--- config.mk ---
export PLATFORM = sky130hd
export DESIGN_NAME = acc_ext_unit
export DESIGN_NICKNAME = d
export VERILOG_FILES = /design/src/rtl/acc_ext_pkg.sv /design/src/rtl/acc_datapath.sv /design/src/rtl/acc_cond_unit.sv /design/src/rtl/acc_ext_unit.sv
export SDC_FILE = /design/constraint.sdc
export NUM_CORES = 1
export LEC_CHECK = 0
export BUFFER_PORTS_ARGS = -buffer_cell sky130_fd_sc_hd__buf_2
export CAP_MARGIN = 20
export CORE_MARGIN = 10
export CORE_UTILIZATION = 39
export DETAILED_ROUTE_END_ITERATION = 12
export MAX_ROUTING_LAYER = met4
export SLEW_MARGIN = 20
export SYNTH_ARGS = -nofsm -noshare
export SYNTH_HDL_FRONTEND = slang
export SYNTH_SLANG_ARGS = --single-unit
--- constraint.sdc ---
create_clock -name clk -period 4.6 [get_ports clk]
set_input_delay 0.92 -clock clk [delete_from_list [all_inputs] [get_ports clk]]
set_output_delay 0.92 -clock clk [all_outputs]
set_load 0.05 [all_outputs]
--- src/rtl/acc_ext_pkg.sv ---
`timescale 1ns/1ps
package acc_ext_pkg;
  localparam int unsigned REG_OP_COUNT = 12;
  // bit positions inside the one-hot register-operation field
  localparam int unsigned RB_CLR_AC  = 11;
  localparam int unsigned RB_CLR_E   = 10;
  localparam int unsigned RB_INV_AC  = 9;
  localparam int unsigned RB_INV_E   = 8;
  localparam int unsigned RB_ROT_R   = 7;
  localparam int unsigned RB_ROT_L   = 6;
  localparam int unsigned RB_INC     = 5;
  localparam int unsigned RB_SK_POS  = 4;
  localparam int unsigned RB_SK_NEG  = 3;
  localparam int unsigned RB_SK_ZERO = 2;
  localparam int unsigned RB_SK_E0   = 1;
  localparam int unsigned RB_STOP    = 0;

  typedef struct packed {
    logic do_and;
    logic do_add;
    logic do_load;
  } mem_op_t;
endpackage

--- src/rtl/acc_datapath.sv ---
`timescale 1ns/1ps
module acc_datapath
  import acc_ext_pkg::*;
#(
  parameter int unsigned DATA_W = 16
) (
  input  mem_op_t                  mem_op,
  input  logic [REG_OP_COUNT-1:0]  reg_op,
  input  logic [DATA_W-1:0]        ac_cur,
  input  logic [DATA_W-1:0]        dr_cur,
  input  logic                     e_cur,
  output logic [DATA_W-1:0]        ac_nxt,
  output logic                     e_nxt
);
  localparam int unsigned MSB = DATA_W - 1;

  logic [DATA_W:0] sum_w;
  assign sum_w = {1'b0, ac_cur} + {1'b0, dr_cur};

  always_comb begin
    ac_nxt = ac_cur;
    e_nxt  = e_cur;
    if (mem_op.do_and) begin
      ac_nxt = ac_cur & dr_cur;
    end else if (mem_op.do_add) begin
      ac_nxt = sum_w[MSB:0];
      e_nxt  = sum_w[DATA_W];
    end else if (mem_op.do_load) begin
      ac_nxt = dr_cur;
    end else if (reg_op[RB_CLR_AC]) begin
      ac_nxt = '0;
    end else if (reg_op[RB_CLR_E]) begin
      e_nxt = 1'b0;
    end else if (reg_op[RB_INV_AC]) begin
      ac_nxt = ~ac_cur;
    end else if (reg_op[RB_INV_E]) begin
      e_nxt = ~e_cur;
    end else if (reg_op[RB_ROT_R]) begin
      ac_nxt = {e_cur, ac_cur[MSB:1]};
      e_nxt  = ac_cur[0];
    end else if (reg_op[RB_ROT_L]) begin
      ac_nxt = {ac_cur[MSB-1:0], e_cur};
      e_nxt  = ac_cur[MSB];
    end else if (reg_op[RB_INC]) begin
      ac_nxt = ac_cur + {{(DATA_W-1){1'b0}}, 1'b1};
    end
  end
endmodule

--- src/rtl/acc_cond_unit.sv ---
`timescale 1ns/1ps
module acc_cond_unit
  import acc_ext_pkg::*;
#(
  parameter int unsigned DATA_W = 16
) (
  input  logic                     exec_en,
  input  logic [REG_OP_COUNT-1:0]  reg_op,
  input  logic [DATA_W-1:0]        ac_cur,
  input  logic                     e_cur,
  output logic                     skip_req,
  output logic                     halt_req
);
  logic sign_b;
  logic ac_zero;
  assign sign_b  = ac_cur[DATA_W-1];
  assign ac_zero = (ac_cur == '0);

  assign skip_req = exec_en & ((reg_op[RB_SK_POS]  & ~sign_b)  |
                               (reg_op[RB_SK_NEG]  &  sign_b)  |
                               (reg_op[RB_SK_ZERO] &  ac_zero) |
                               (reg_op[RB_SK_E0]   & ~e_cur));
  assign halt_req = exec_en & reg_op[RB_STOP];
endmodule

--- src/rtl/acc_ext_unit.sv ---
`timescale 1ns/1ps
module acc_ext_unit
  import acc_ext_pkg::*;
#(
  parameter int unsigned DATA_W = 16
) (
  input  logic                    clk,
  input  logic                    rst,
  input  logic                    exec_en,
  input  logic                    op_and,
  input  logic                    op_add,
  input  logic                    op_load,
  input  logic [REG_OP_COUNT-1:0] reg_op,
  input  logic [DATA_W-1:0]       ac_in,
  input  logic [DATA_W-1:0]       dr_in,
  input  logic                    e_in,
  output logic [DATA_W-1:0]       ac_out,
  output logic                    e_out,
  output logic                    skip,
  output logic                    halt
);
  mem_op_t                 mem_q;
  logic [REG_OP_COUNT-1:0] reg_q;
  logic [DATA_W-1:0]       ac_calc;
  logic                    e_calc;
  logic                    skip_calc;
  logic                    halt_calc;

  // strobes only count while execution is enabled
  assign mem_q = '{do_and: op_and & exec_en, do_add: op_add & exec_en, do_load: op_load & exec_en};
  assign reg_q = reg_op & {REG_OP_COUNT{exec_en}};

  acc_datapath #(.DATA_W(DATA_W)) dp_i (
    .mem_op (mem_q),
    .reg_op (reg_q),
    .ac_cur (ac_in),
    .dr_cur (dr_in),
    .e_cur  (e_in),
    .ac_nxt (ac_calc),
    .e_nxt  (e_calc)
  );

  acc_cond_unit #(.DATA_W(DATA_W)) cond_i (
    .exec_en  (exec_en),
    .reg_op   (reg_op),
    .ac_cur   (ac_in),
    .e_cur    (e_in),
    .skip_req (skip_calc),
    .halt_req (halt_calc)
  );

  always_ff @(posedge clk) begin
    if (rst) begin
      ac_out <= '0;
      e_out  <= 1'b0;
      skip   <= 1'b0;
      halt   <= 1'b0;
    end else begin
      ac_out <= ac_calc;
      e_out  <= e_calc;
      skip   <= skip_calc;
      halt   <= halt_calc;
    end
  end
endmodule

==> flow_metrics.py <==
metrics = {
    "clocking": {
        "clock_sinks": 19,
        "cts_resized": 0,
        "cts_root_buffer": "clkbuf_8",
        "cts_buffers": 3,
        "postCtsSetupBuffers": 0,
        "cts_tree": "built",
        "cts_buffer_depth": 2,
        "cts_max_level": 1,
        "clkTransAtPathRegs_ns": 0.09,
        "hold_buffers": 0,
    },
    "setup_path": {
        "cp-start-kind": "input pin",
        "cp.required_ns": 4.81,
        "cp-startpoint": "exec_en",
        "path_max_fanout": 57,
        "crit_type": "input pin to flop",
        "endpoint_kind": "flop",
        "cp.arrival_ns": 3.42,
    },
    "finish": {
        "layoutNonFillerInstCount": 616,
        "final_cell_mix": "69 x buf_2, 52 x a21oi_1, 41 x nand2_1",
        "finalNetCount": 582,
        "multi_input_area_sq_um": 2610,
        "syn_to_final_growth_pct": 10.1,
        "layout-drive-gt1-share_pct": 16.2,
        "n_antenna_cell": 0,
        "num-fill-cells": 856,
        "regArea_sq_um": 380,
        "utilization_pct": 43.7,
        "mostFrequentLayoutCell": "buf_2",
    },
    "sta": {
        "setup_violations": 0,
        "setup_slack_ns": 1.39,
        "relSlewSlack_pct": 32.2,
        "slew_viol_final": 0,
        "finalHoldViolCount": 0,
        "max_clock_freq_mhz": 312,
        "finalCritPeriodShare_pct": 69.7,
        "setup_tns_ns": 0,
        "worstMarginPinSlew_ns": 0.992,
        "fin_crit_ns": 3.21,
        "rsz0062_at_grt": "no",
    },
    "global_routing": {
        "grt_max_degree": 58,
        "grt_pass1_vias": 3754,
        "grt_pass1_wl_um": 20800,
        "grt_use_total_pct": 20.4,
        "grt-ovfl-total": 0,
        "antenna_found_initial": 0,
    },
    "route": {
        "antenna_left": 0,
        "drt_iter0_drc": 391,
        "wire_per_inst_um": 21.0,
        "via_per_inst": 6.46,
        "drt_first_pass_iters": 4,
        "via_count": 3979,
        "wirelength_um": 13000,
        "drc_errors": 0,
    },
    "place": {
        "gp_congestion": 0.955,
        "dp_slack_ns": 1.24,
        "numPortBuffers": 69,
        "placed_cells": 612,
        "hpwl_um": 9830,
    },
    "floorplanning": {
        "die_y_um": 111,
        "rows": 33,
        "chipWidth_um": 111,
        "start_util_pct": 39.7,
        "ioPinCount": 70,
        "die_area_sq_um": 12400,
        "core-area_sq_um": 8180,
    },
    "flow_run": {
        "maxCapViolCount": 0,
    },
    "yosys": {
        "syn_area_sq_um": 3240,
        "yosys_register_bits": 19,
        "synth.distinct_cells": 70,
        "syn-num-nets": 555,
        "synth_edf_count": 0,
        "synthCells": 485,
        "synthFlopType": "dfxtp_1",
        "syn-mean-instance-area_sq_um": 6.69,
        "ys_seq_area_share_pct": 11.7,
        "async_reset_ff_share_pct": 0,
        "ys_warn_count": 0,
    },
    "hold_path": {
        "hold_path_class": "input pin to flop",
        "worstHoldStart": "reg_op[0]",
    },
    "outcome": {
        "status": "finished clean",
    },
    "pwr": {
        "power_per_cell_area_nw_per_um2": 206,
        "irDropWorstVdd_uv": 79.4,
        "leakage_nw": 1.46,
    },
}
worst paths after layout:
kind          to  slack (ns)  depth (start not counted)
max   ac_out[12]        1.39                          7
min         halt        0.88                          2
per-layer routing:
metal  global-route usage [%]  vias up  routed length (um)
met2                     32.0      201                5900
met1                     27.2     1857                5840
met4                     5.57        0                 248
met5                        -        -                   0
li1                         -     1901                   -
met3                     2.00       20                 971
logic make-up (layout without fill, tap and decap cells):
kind of cell	count (synthesis)	in the layout	synth area share [%]
fa+ha+maj	19	19	7.56
flops	19	19	11.7
simple gates	162	162	25.3
xor+xnor	13	13	3.51
compound gates	203	203	42.0
mux	6	6	1.93
buf+inv	63	89	7.94
registers in the layout, indices dropped and copies added (netlist names):
| signal | count |
|---|---|
| e_out | 1 |
| halt | 1 |
| ac_out | 16 |
| skip | 1 |
synth_stat cells (5+ instances only):
| library cell | instances | area, sq um |
|---|---|---|
| buf_2 | 11 | 55.1 |
| clkbuf_1 | 34 | 128 |
| xnor2_1 | 8 | 70.1 |
| a31oi_1 | 6 | 37.5 |
| and2_1 | 8 | 50.1 |
| o21ai_1 | 9 | 45.0 |
| nor3_1 | 6 | 30.0 |
| o211ai_1 | 14 | 105 |
| o21a_1 | 5 | 37.5 |
| inv_1 | 15 | 56.3 |
| ha_1 | 18 | 225 |
| a221oi_1 | 5 | 43.8 |
| and3_1 | 6 | 37.5 |
| a21o_1 | 7 | 52.6 |
| nand3_1 | 18 | 90.1 |
| xor2_1 | 5 | 43.8 |
| nor2_1 | 40 | 150 |
| o22ai_1 | 10 | 62.6 |
| nand2_1 | 41 | 154 |
| dfxtp_1 | 19 | 380 |
| a21oi_1 | 52 | 260 |
| nor4_1 | 5 | 31.3 |
| nand2b_1 | 6 | 37.5 |
| a211oi_1 | 12 | 90.1 |
| nor2b_1 | 5 | 31.3 |
| o21ai_0 | 31 | 155 |
cell type report:
type | instances | area share, %
timing repair buffer | 70 | 9.88
clock buffer | 4 | 1.26
multi-input combinational | 403 | 73.0
sequential | 19 | 10.6
tap | 105 | 3.68
inverter | 15 | 1.58
through the flow:
stage / power, mW / hold WS, ns / cell area, sq um
2_1_floorplan: 0.486 / 1.07 / 3240
3_3_place_gp: 0.599 / 1.17 / 3530
3_5_place_dp: 0.598 / 1.16 / 3530
4_1_cts: 0.729 / 0.882 / 3570
5_1_grt: 0.778 / 0.885 / 3570
6_report: 0.736 / 0.879 / 3570
worst max-delay path: stages:
cell	delay (ns)
buf_2	0.67
nand4_1	0.43
nor4_2	0.59
nor4_1	0.12
a2111oi_0	0.37
a22oi_1	0.17
a21oi_1	0.13
power by group:
| part | total [mW] | switching (mW) | internal [mW] |
|---|---|---|---|
| Sequential | 0.184 | 0.00378 | 0.180 |
| Clock | 0.133 | 0.0714 | 0.0620 |
| Combinational | 0.418 | 0.281 | 0.137 |
| Total | 0.736 | 0.356 | 0.379 |
Note: power is estimated with default switching activity, not from simulation.
